[config.mk]
export PLATFORM = sky130hd
export DESIGN_NAME = mdio_master
export DESIGN_NICKNAME = d
export VERILOG_FILES = /design/src/rtl/mdio_master.sv
export SDC_FILE = /design/constraint.sdc
export NUM_CORES = 1
export LEC_CHECK = 0
export ABC_AREA = 1
export BUFFER_PORTS_ARGS = -buffer_cell sky130_fd_sc_hd__buf_2
export CORE_ASPECT_RATIO = 0.9
export CORE_MARGIN = 2
export CORE_UTILIZATION = 25
export CTS_CLUSTER_DIAMETER = 100
export DETAILED_ROUTE_END_ITERATION = 6
export HOLD_SLACK_MARGIN = 0.03
export PLACE_DENSITY_LB_ADDON = 0.12
export REMOVE_ABC_BUFFERS = 1
export SETUP_SLACK_MARGIN = 0.2
export SLEW_MARGIN = 20
export SYNTH_ARGS = -nofsm -noshare
export SYNTH_HDL_FRONTEND = slang
export SYNTH_SLANG_ARGS = --single-unit
export TNS_END_PERCENT = 30
[constraint.sdc]
create_clock -name clk -period 5.2 [get_ports clk]
set_input_delay 1.04 -clock clk [delete_from_list [all_inputs] [get_ports clk]]
set_output_delay 1.04 -clock clk [all_outputs]
set_load 0.01 [all_outputs]
[src/rtl/mdio_master.sv]
module mdio_master #(
  parameter int HALF_CYC    = 13,
  parameter int RD_HIGH_CYC = 18
) (
  input  logic        clk,
  input  logic        rst_n,
  input  logic        start,
  input  logic        is_c45,
  input  logic        is_read,
  input  logic [4:0]  phy_addr,
  input  logic [4:0]  reg_dev,
  input  logic [15:0] c45_reg,
  input  logic [15:0] wdata,
  input  logic        op_sel,
  input  logic [1:0]  alt_rd_op,
  input  logic [1:0]  alt_wr_op,
  input  logic [31:0] ignore_ta,
  input  logic        mdio_i,
  output logic        mdc,
  output logic        mdio_o,
  output logic        mdio_oe,
  output logic [15:0] rdata,
  output logic        done,
  output logic        busy
);
  localparam int MAXC = (HALF_CYC > RD_HIGH_CYC) ? HALF_CYC : RD_HIGH_CYC;
  localparam int CW   = $clog2(MAXC + 1);

  logic          c45_l, rd_l, ign_l, second, ta_bad, ph;
  logic [4:0]    phy_l, fld_l;
  logic [15:0]   reg_l, wd_l, shreg;
  logic [1:0]    rop_l, wop_l, op;
  logic [6:0]    idx;
  logic [CW-1:0] cnt;

  wire addr_fr = c45_l & ~second;
  wire rd_fr   = rd_l & ~addr_fr;

  always_comb begin
    if (c45_l) op = addr_fr ? 2'b00 : (rd_l ? 2'b11 : 2'b01);
    else       op = rd_l ? rop_l : wop_l;
  end

  wire [15:0]   dat  = addr_fr ? reg_l : wd_l;
  wire [63:0]   hdr  = {32'hFFFF_FFFF, 1'b0, ~c45_l, op, phy_l, fld_l, 2'b10, dat};
  wire          drv  = (idx < 7'd46) || (!rd_fr && idx < 7'd64);
  wire [6:0]    last = rd_fr ? (ta_bad ? 7'd78 : 7'd63) : 7'd64;
  wire [CW-1:0] lim  = (ph && !drv) ? CW'(RD_HIGH_CYC - 1) : CW'(HALF_CYC - 1);
  wire          ph_end = (cnt == lim);

  assign mdio_oe = busy & drv;
  assign mdio_o  = mdio_oe & hdr[~idx[5:0]];

  always_ff @(posedge clk) begin
    if (!rst_n) begin
      busy <= 1'b0; mdc <= 1'b0; done <= 1'b0; rdata <= '0;
      c45_l <= 1'b0; rd_l <= 1'b0; ign_l <= 1'b0; second <= 1'b0;
      ta_bad <= 1'b0; ph <= 1'b0; idx <= '0; cnt <= '0;
      phy_l <= '0; fld_l <= '0; reg_l <= '0; wd_l <= '0; shreg <= '0;
      rop_l <= 2'b10; wop_l <= 2'b01;
    end else begin
      done <= 1'b0;
      if (!busy) begin
        if (start) begin
          busy   <= 1'b1;
          c45_l  <= is_c45;
          rd_l   <= is_read;
          ign_l  <= ignore_ta[phy_addr];
          phy_l  <= phy_addr;
          fld_l  <= reg_dev;
          reg_l  <= c45_reg;
          wd_l   <= wdata;
          rop_l  <= op_sel ? alt_rd_op : 2'b10;
          wop_l  <= op_sel ? alt_wr_op : 2'b01;
          second <= 1'b0;
          ta_bad <= 1'b0;
          ph     <= 1'b0;
          idx    <= '0;
          cnt    <= '0;
          mdc    <= 1'b0;
        end
      end else if (!ph_end) begin
        cnt <= cnt + 1'b1;
      end else begin
        cnt <= '0;
        if (!ph) begin
          ph  <= 1'b1;
          mdc <= 1'b1;
        end else begin
          ph  <= 1'b0;
          mdc <= 1'b0;
          if (rd_fr) begin
            if (idx == 7'd46 && mdio_i && !ign_l) ta_bad <= 1'b1;
            if (idx >= 7'd47 && idx <= 7'd62) shreg <= {shreg[14:0], mdio_i};
          end
          if (idx == last) begin
            if (addr_fr) begin
              second <= 1'b1;
              idx    <= '0;
            end else begin
              busy <= 1'b0;
              done <= 1'b1;
              if (rd_l) rdata <= ta_bad ? 16'hFFFF : shreg;
            end
          end else begin
            idx <= idx + 1'b1;
          end
        end
      end
    end
  end


  pin_hold_hi_chk: assert property (@(posedge clk) disable iff (!rst_n)
    (mdc && $past(mdc)) |-> ($stable(mdio_o) && $stable(mdio_oe)));


  idle_quiet_chk: assert property (@(posedge clk) disable iff (!rst_n)
    !busy |-> (!mdc && !mdio_oe));


  done_pulse_chk: assert property (@(posedge clk) disable iff (!rst_n)
    done |=> !done);


  done_idle_chk: assert property (@(posedge clk) disable iff (!rst_n)
    done |-> !busy);


  start_ignored_chk: assert property (@(posedge clk) disable iff (!rst_n)
    (busy && start) |=> ($stable(phy_l) && $stable(fld_l) && $stable(wd_l)));
endmodule

==> impl_metrics.tcl, run 1 <==
set metrics [dict create \
    postRouteAntennaNets 0 \
    ys_types 31 \
    ys.flop_type "dfxtp_1" \
    whs_ns 0.4664 \
    finalWirelength_mm 13.94 \
    initial_core_util_pct 25.66 \
    holdPathStages 2 \
    end_kind "output pin" \
    p_comb_share_pct 15.0 \
    maxCapViolations 0 \
    drtIter0Drc 226 \
    clkLatencyLatePin_ns 0.35 \
    cts_num_sinks 98 \
    swShare_pct 27.72 \
    fin_cells 1079 \
    switching_power_uw 502.7 \
    diodes 0 \
    rsz0062_at_grt "false" \
    grt_pass1_wl_mm 23.29 \
    ys_seq_area_share_pct 39.66 \
    hp-start "wd_l[6]" \
    fmax_mhz 295.5 \
    ys_top_cells_by_area "dfxtp_1 40%, nor2_1 13%, o21ai_0 11%, nand2_1 6.8%, inv_1 5.8%" \
    gp_congestion 0.7882 \
    hold_viol 0 \
    r2r-end "phy_l[2]" \
    drc 0 \
    drv_slew 0 \
    via_per_inst 4.367 \
    rows 48 \
    die_y_um 137.5 \
    syn_avg_cell_area_um2 6.632 \
    antenna_found_initial 0 \
    grt-ovfl-total 0 \
    ir_worst_vdd_mv 0.1397 \
    worstRegToRegCells 7 \
    worst_path_max_delay_cell "dfxtp_1" \
    reg2reg_from "busy" \
    area_growth_pct 20.03 \
    drive_above_1_share_pct 18.58 \
    critPathKind "register to output pin" \
    leakage_nw 2.604 \
    nets 912 \
    synthArstFlopShare_pct 0 \
    period_share_pct 65.08 \
    cp_max_fo 23 \
    fin_skew_ns 0.005826 \
    tns_ns 0 \
    die_area_um2 20930 \
    worstPathRequired_ns 4.16 \
    cts_resized 0 \
    synth_warnings 0 \
    synth-edff-count 0 \
    coreArea_um2 19280 \
    utilization_pct 30.80 \
    reg2reg_slack_ns 2.68 \
    grt_pass1_vias 4573 \
    cts_inserted_buffers 9 \
    io_pins 106 \
    cts-htree-levels 3 \
    yosys.cell_count.top_type "nor2_1" \
    cpPeakStageDelay_ns 0.54 \
    power.internal_mw 1.311 \
    final_area_um2 5938 \
    portBuffers 105 \
    power.density_nw_per_um2 305.4 \
    final.fill_count 2194 \
    first_pass_iters 4 \
    synth_top_area_cell "dfxtp_1" \
    setup_viol 0 \
    power_frac_clock_pct 39.5 \
    synth_area_um2 4947 \
    cts_setup_buffers 0 \
    min_path_type "register to register" \
    track_usage_pct 13.77 \
    cp.arrival_ns 2.34 \
    path_cells "inv_1 > a21oi_1 > o21ai_0 > o21ai_0 > o211ai_1 > nand4_1 > nand2_1 > nor2_1 > buf_2" \
    path_clk_slew_ns 0.06 \
    synth_top_area_share_pct 39.66 \
    cts_buffer_depth 2 \
    status "completed" \
    synthCells 746 \
    tightestPinTransition_ns 0.8979 \
    hold_buffers 0 \
    root_buffer "clkbuf_16" \
    cts_tree "done" \
    critPathMostFrequentCell "o21ai_0" \
    routed-via-count 4712 \
    die_w_um 152.3 \
    netlist_top_cells_count "177 x nor2_1, 110 x o21ai_0, 98 x dfxtp_1" \
    ys_ff_latch 98 \
    worstSetupStartpointType "register" \
    dp_hpwl_mm 9.877 \
    relSlewSlack_pct 40.07 \
    dp.cells 1063 \
    placed_cell_area_um2 5625 \
    grt_max_degree 58 \
    routedWlPerCell_um 12.92 \
    whs_endpoint "wd_l[6]" \
    seqPwrFrac_pct 45.5 \
    post-route-min-period_ns 3.384 \
]
through the flow:
stage          power [mW]  setup slack (ns)
4_1_cts             1.842             1.801
6_report            1.813             1.816
3_3_place_gp        1.122             2.222
3_5_place_dp        1.118             2.189
5_1_grt             1.919             1.559
2_1_floorplan       1.004             2.270
cells by family (layout without fill, tap and decap cells):
kind of cell,after synthesis,after routing,share of synthesized area (%)
compound gates,164,164,17.32
xor+xnor,5,5,0.8851
fa+ha+maj,3,3,0.7588
buf+inv,124,207,10.14
flops,98,98,39.66
simple gates,352,352,31.23
flip-flops by register name (all words and copies together) (netlist names), 2 cells and up:
signal / flops
wd_l: 16
reg_l: 16
rop_l: 2
idx: 7
wop_l: 2
rdata: 16
cnt: 5
fld_l: 5
shreg: 16
phy_l: 5
worst max path at each step:
stage / start / endpoint / slack [ns] / cells after the start
after CTS: idx[0] / mdio_o / 1.80 / 9
after floorplan: start / phy_l[0] / 2.27 / 4
after global placement: c45_l / mdio_o / 2.22 / 9
after global routing: c45_l / mdio_o / 1.56 / 9
final: idx[0] / mdio_o / 1.82 / 9
after detailed placement: idx[0] / mdio_o / 2.19 / 9
worst max-delay path, delay by kind of cell, from the launching register on:
| family | cells | cell delay (ns) |
|---|---|---|
| buf+inv | 2 | 0.57 |
| compound gates | 4 | 0.55 |
| flops | 1 | 0.54 |
| simple gates | 3 | 0.33 |
power by group through the flow:
stage / Sequential [mW] / Combinational [mW] / Clock, mW
after floorplan: 0.829 / 0.174 / 0
after global placement: 0.844 / 0.278 / 0
after detailed placement: 0.843 / 0.275 / 0
after CTS: 0.826 / 0.276 / 0.740
after global routing: 0.832 / 0.316 / 0.772
final: 0.826 / 0.271 / 0.716
layout by cell type, fill, tap and decap left out, types with 2 or more instances in the layout:
cell and instances:
buf_4 4, nand4_1 27, nor2_1 177, inv_1 77, nand3_4 2, nand3_1 27
a21oi_1 38, ha_1 3, o21ai_1 2, xor2_1 4, o21ai_0 110, nand2_2 17
dfxtp_1 98, o221ai_1 4, nand3_2 2, clkbuf_1 3, inv_2 3, bufinv_16 2
clkbuf_16 9, nor3b_1 3, nor2_4 2, o211ai_1 5, nand2_1 89, o22ai_1 4
nor2_2 5, buf_2 105
cell type report:
cell class	instances	area (um2)	area share (%)
clock inverters	4	76.32	1.285
clock buffers	12	236.5	3.982
multi-input cells	524	2486	41.87
well taps	250	312.8	5.268
repair buffers	109	555.5	9.355
flip-flops and latches	98	1962	33.04
inverters	82	309.0	5.204
per-layer routing:
layer  vias up  track usage (%)  share of wire, %
li1       2567                -                 -
met1      2059            18.84                52
met2        73            22.20                44
met3        13            2.737               3.2
met4         0            3.842               1.2
met5         -                0                 0
Note: power is estimated with default switching activity, not from simulation.
==> run 2: changes to the inputs <==
- clock period: 5.2 -> 3.2 ns (I/O delays scaled with it)
==> impl_metrics.tcl, run 2 (same netlist as run 1, synthesis figures left out) <==
set metrics [dict create \
    status "completed" \
    rsz0062_at_grt "false" \
    drc 0 \
    rows 48 \
    final_common_cell "nor2_1" \
    fin_skew_ns 0.006934 \
    path_delay_family "simple AND/OR/NAND/NOR gates" \
    grt_pass1_wl_mm 23.58 \
    hold_buffers 0 \
    tns_ns 0 \
    cp_max_fo 27 \
    min_path_type "register to register" \
    leakage_nw 2.632 \
    initial_core_util_pct 25.66 \
    maxCapViolations 0 \
    whs_ns 0.4711 \
    path_clk_slew_ns 0.07 \
    multi_input_area_um2 2491 \
    die_area_um2 20930 \
    worstRegToRegCells 12 \
    postRouteAntennaNets 0 \
    area_growth_pct 21.22 \
    cts_num_sinks 98 \
    timing.critical_path.buf_inv 1 \
    grt_pass1_vias 4645 \
    antenna_found_initial 0 \
    final.fill_count 2198 \
    finalPower_mw 2.841 \
    fmax_mhz 369.0 \
    worstPathRequired_ns 2.56 \
    relSlewSlack_pct 52.62 \
    worst_path_max_delay_cell "dfxtp_1" \
    routedWlPerCell_um 12.86 \
    finalWirelength_mm 14.00 \
    critPathMostFrequentCell "nand2_1" \
    post-route-min-period_ns 2.710 \
    routed-via-count 4810 \
    coreArea_um2 19280 \
    cp.arrival_ns 2.07 \
    reg2reg_slack_ns 0.87 \
    path_cells "nand2_4 > nand2_1 > nand2_1 > a21oi_1 > nand2_1 > nor2_1 > buf_2" \
    critPathKind "register to output pin" \
    drive_above_1_share_pct 20.14 \
    cts_buffer_depth 2 \
    period_share_pct 84.68 \
    cts_tree "done" \
    whs_endpoint "rop_l[0]" \
    root_buffer "clkbuf_16" \
    die_y_um 137.5 \
    grt_max_degree 57 \
    end_kind "output pin" \
    grt-ovfl-total 0 \
    diodes 0 \
    io_pins 106 \
    r2r-end "rdata[15]" \
    nets 922 \
    hold_viol 0 \
    final_cell_mix "177 x nor2_1, 110 x o21ai_0, 105 x buf_2" \
    dp_hpwl_mm 10.20 \
    track_usage_pct 13.90 \
    die_w_um 152.3 \
    cts_inserted_buffers 9 \
    portBuffers 105 \
    seq_area_um2 1963 \
    drv_slew 0 \
    reg2reg_from "idx[1]" \
    gp_congestion 0.8174 \
    setup_viol 0 \
    tightestPinTransition_ns 0.7107 \
    hp-start "rop_l[0]" \
    clkLatencyLatePin_ns 0.35 \
    cts-htree-levels 3 \
    via_per_inst 4.417 \
    first_pass_iters 6 \
    cpPeakStageDelay_ns 0.41 \
    ir_worst_vdd_mv 0.2409 \
    power.density_nw_per_um2 473.8 \
    holdPathStages 2 \
    drtIter0Drc 273 \
    worstSetupStartpointType "register" \
]
[run 2: cell count changes in the layout (fill, tap and decap cells not counted), moves of 2 or more]
| cell | change |
|---|---|
| bufinv_16 | -2 |
| clkbuf_1 | -2 |
| buf_4 | +9 |
| clkinv_4 | +3 |
| clkinvlp_4 | +2 |
| inv_1 | -2 |
[run 2: per-stage QoR]
stage | util, % | instances | setup slack, ns | cell area [um2]
finish | 31.11 | 1089 | 0.4902 | 5997
global route | 31.11 | 1089 | 0.3068 | 5997
CTS | 30.88 | 1085 | 0.2392 | 5953
detailed placement | 29.41 | 1069 | 0.6557 | 5670
global placement | 29.41 | 1069 | 0.6682 | 5670
floorplan | - | 704 | 0.6244 | 4755
[run 2: how the worst max path moves through the flow]
stage	startpoint	to	slack (ns)	depth (start not counted)
floorplan	busy	phy_l[0]	0.62	5
global placement	idx[0]	mdio_o	0.67	9
detailed placement	c45_l	mdio_o	0.66	9
CTS	c45_l	mdio_o	0.24	9
global route	c45_l	mdio_o	0.31	7
finish	c45_l	mdio_o	0.49	7
[run 2: power breakdown]
| part | switching (mW) | total [mW] | internal, mW |
|---|---|---|---|
| clock | 0.489 | 1.04 | 0.553 |
| combinational | 0.290 | 0.459 | 0.169 |
| sequential | 0.0587 | 1.34 | 1.28 |
| total | 0.837 | 2.84 | 2.00 |
[run 2: area by class of cell]
type / instances / area share, %
timing repair inverter: 1 / 0.1252
sequential: 98 / 32.74
timing repair buffer: 118 / 10.39
multi-input combinational: 524 / 41.54
inverter: 82 / 5.279
tap: 250 / 5.216
clock inverter: 5 / 0.6676
clock buffer: 11 / 4.048
[run 2: per-layer routing]
layer  wire length (um)  global-route usage (%)  vias to the layer above  part of all wire, %
met3                524                   3.051                       15                  3.7
met2               6045                   21.72                       93                   43
met5                  0                       0                        -                    0
met4                152                   3.583                        0                  1.1
met1               7278                   19.49                     2115                   52
li1                   -                       -                     2587                    -
[run 2: what timing repair did]
item / 4_1_cts / 5_1_grt
resized for setup: 0 / 5
buffers inserted: 0 / 3
setup endpoints to repair: 0 / 1
[run 2: worst min-delay path: cells and delay by family, from the launching register on]
kind / cells / cell delay (ns)
compound gates: 1 / 0.07
flops: 1 / 0.30
buf+inv: 1 / 0.06
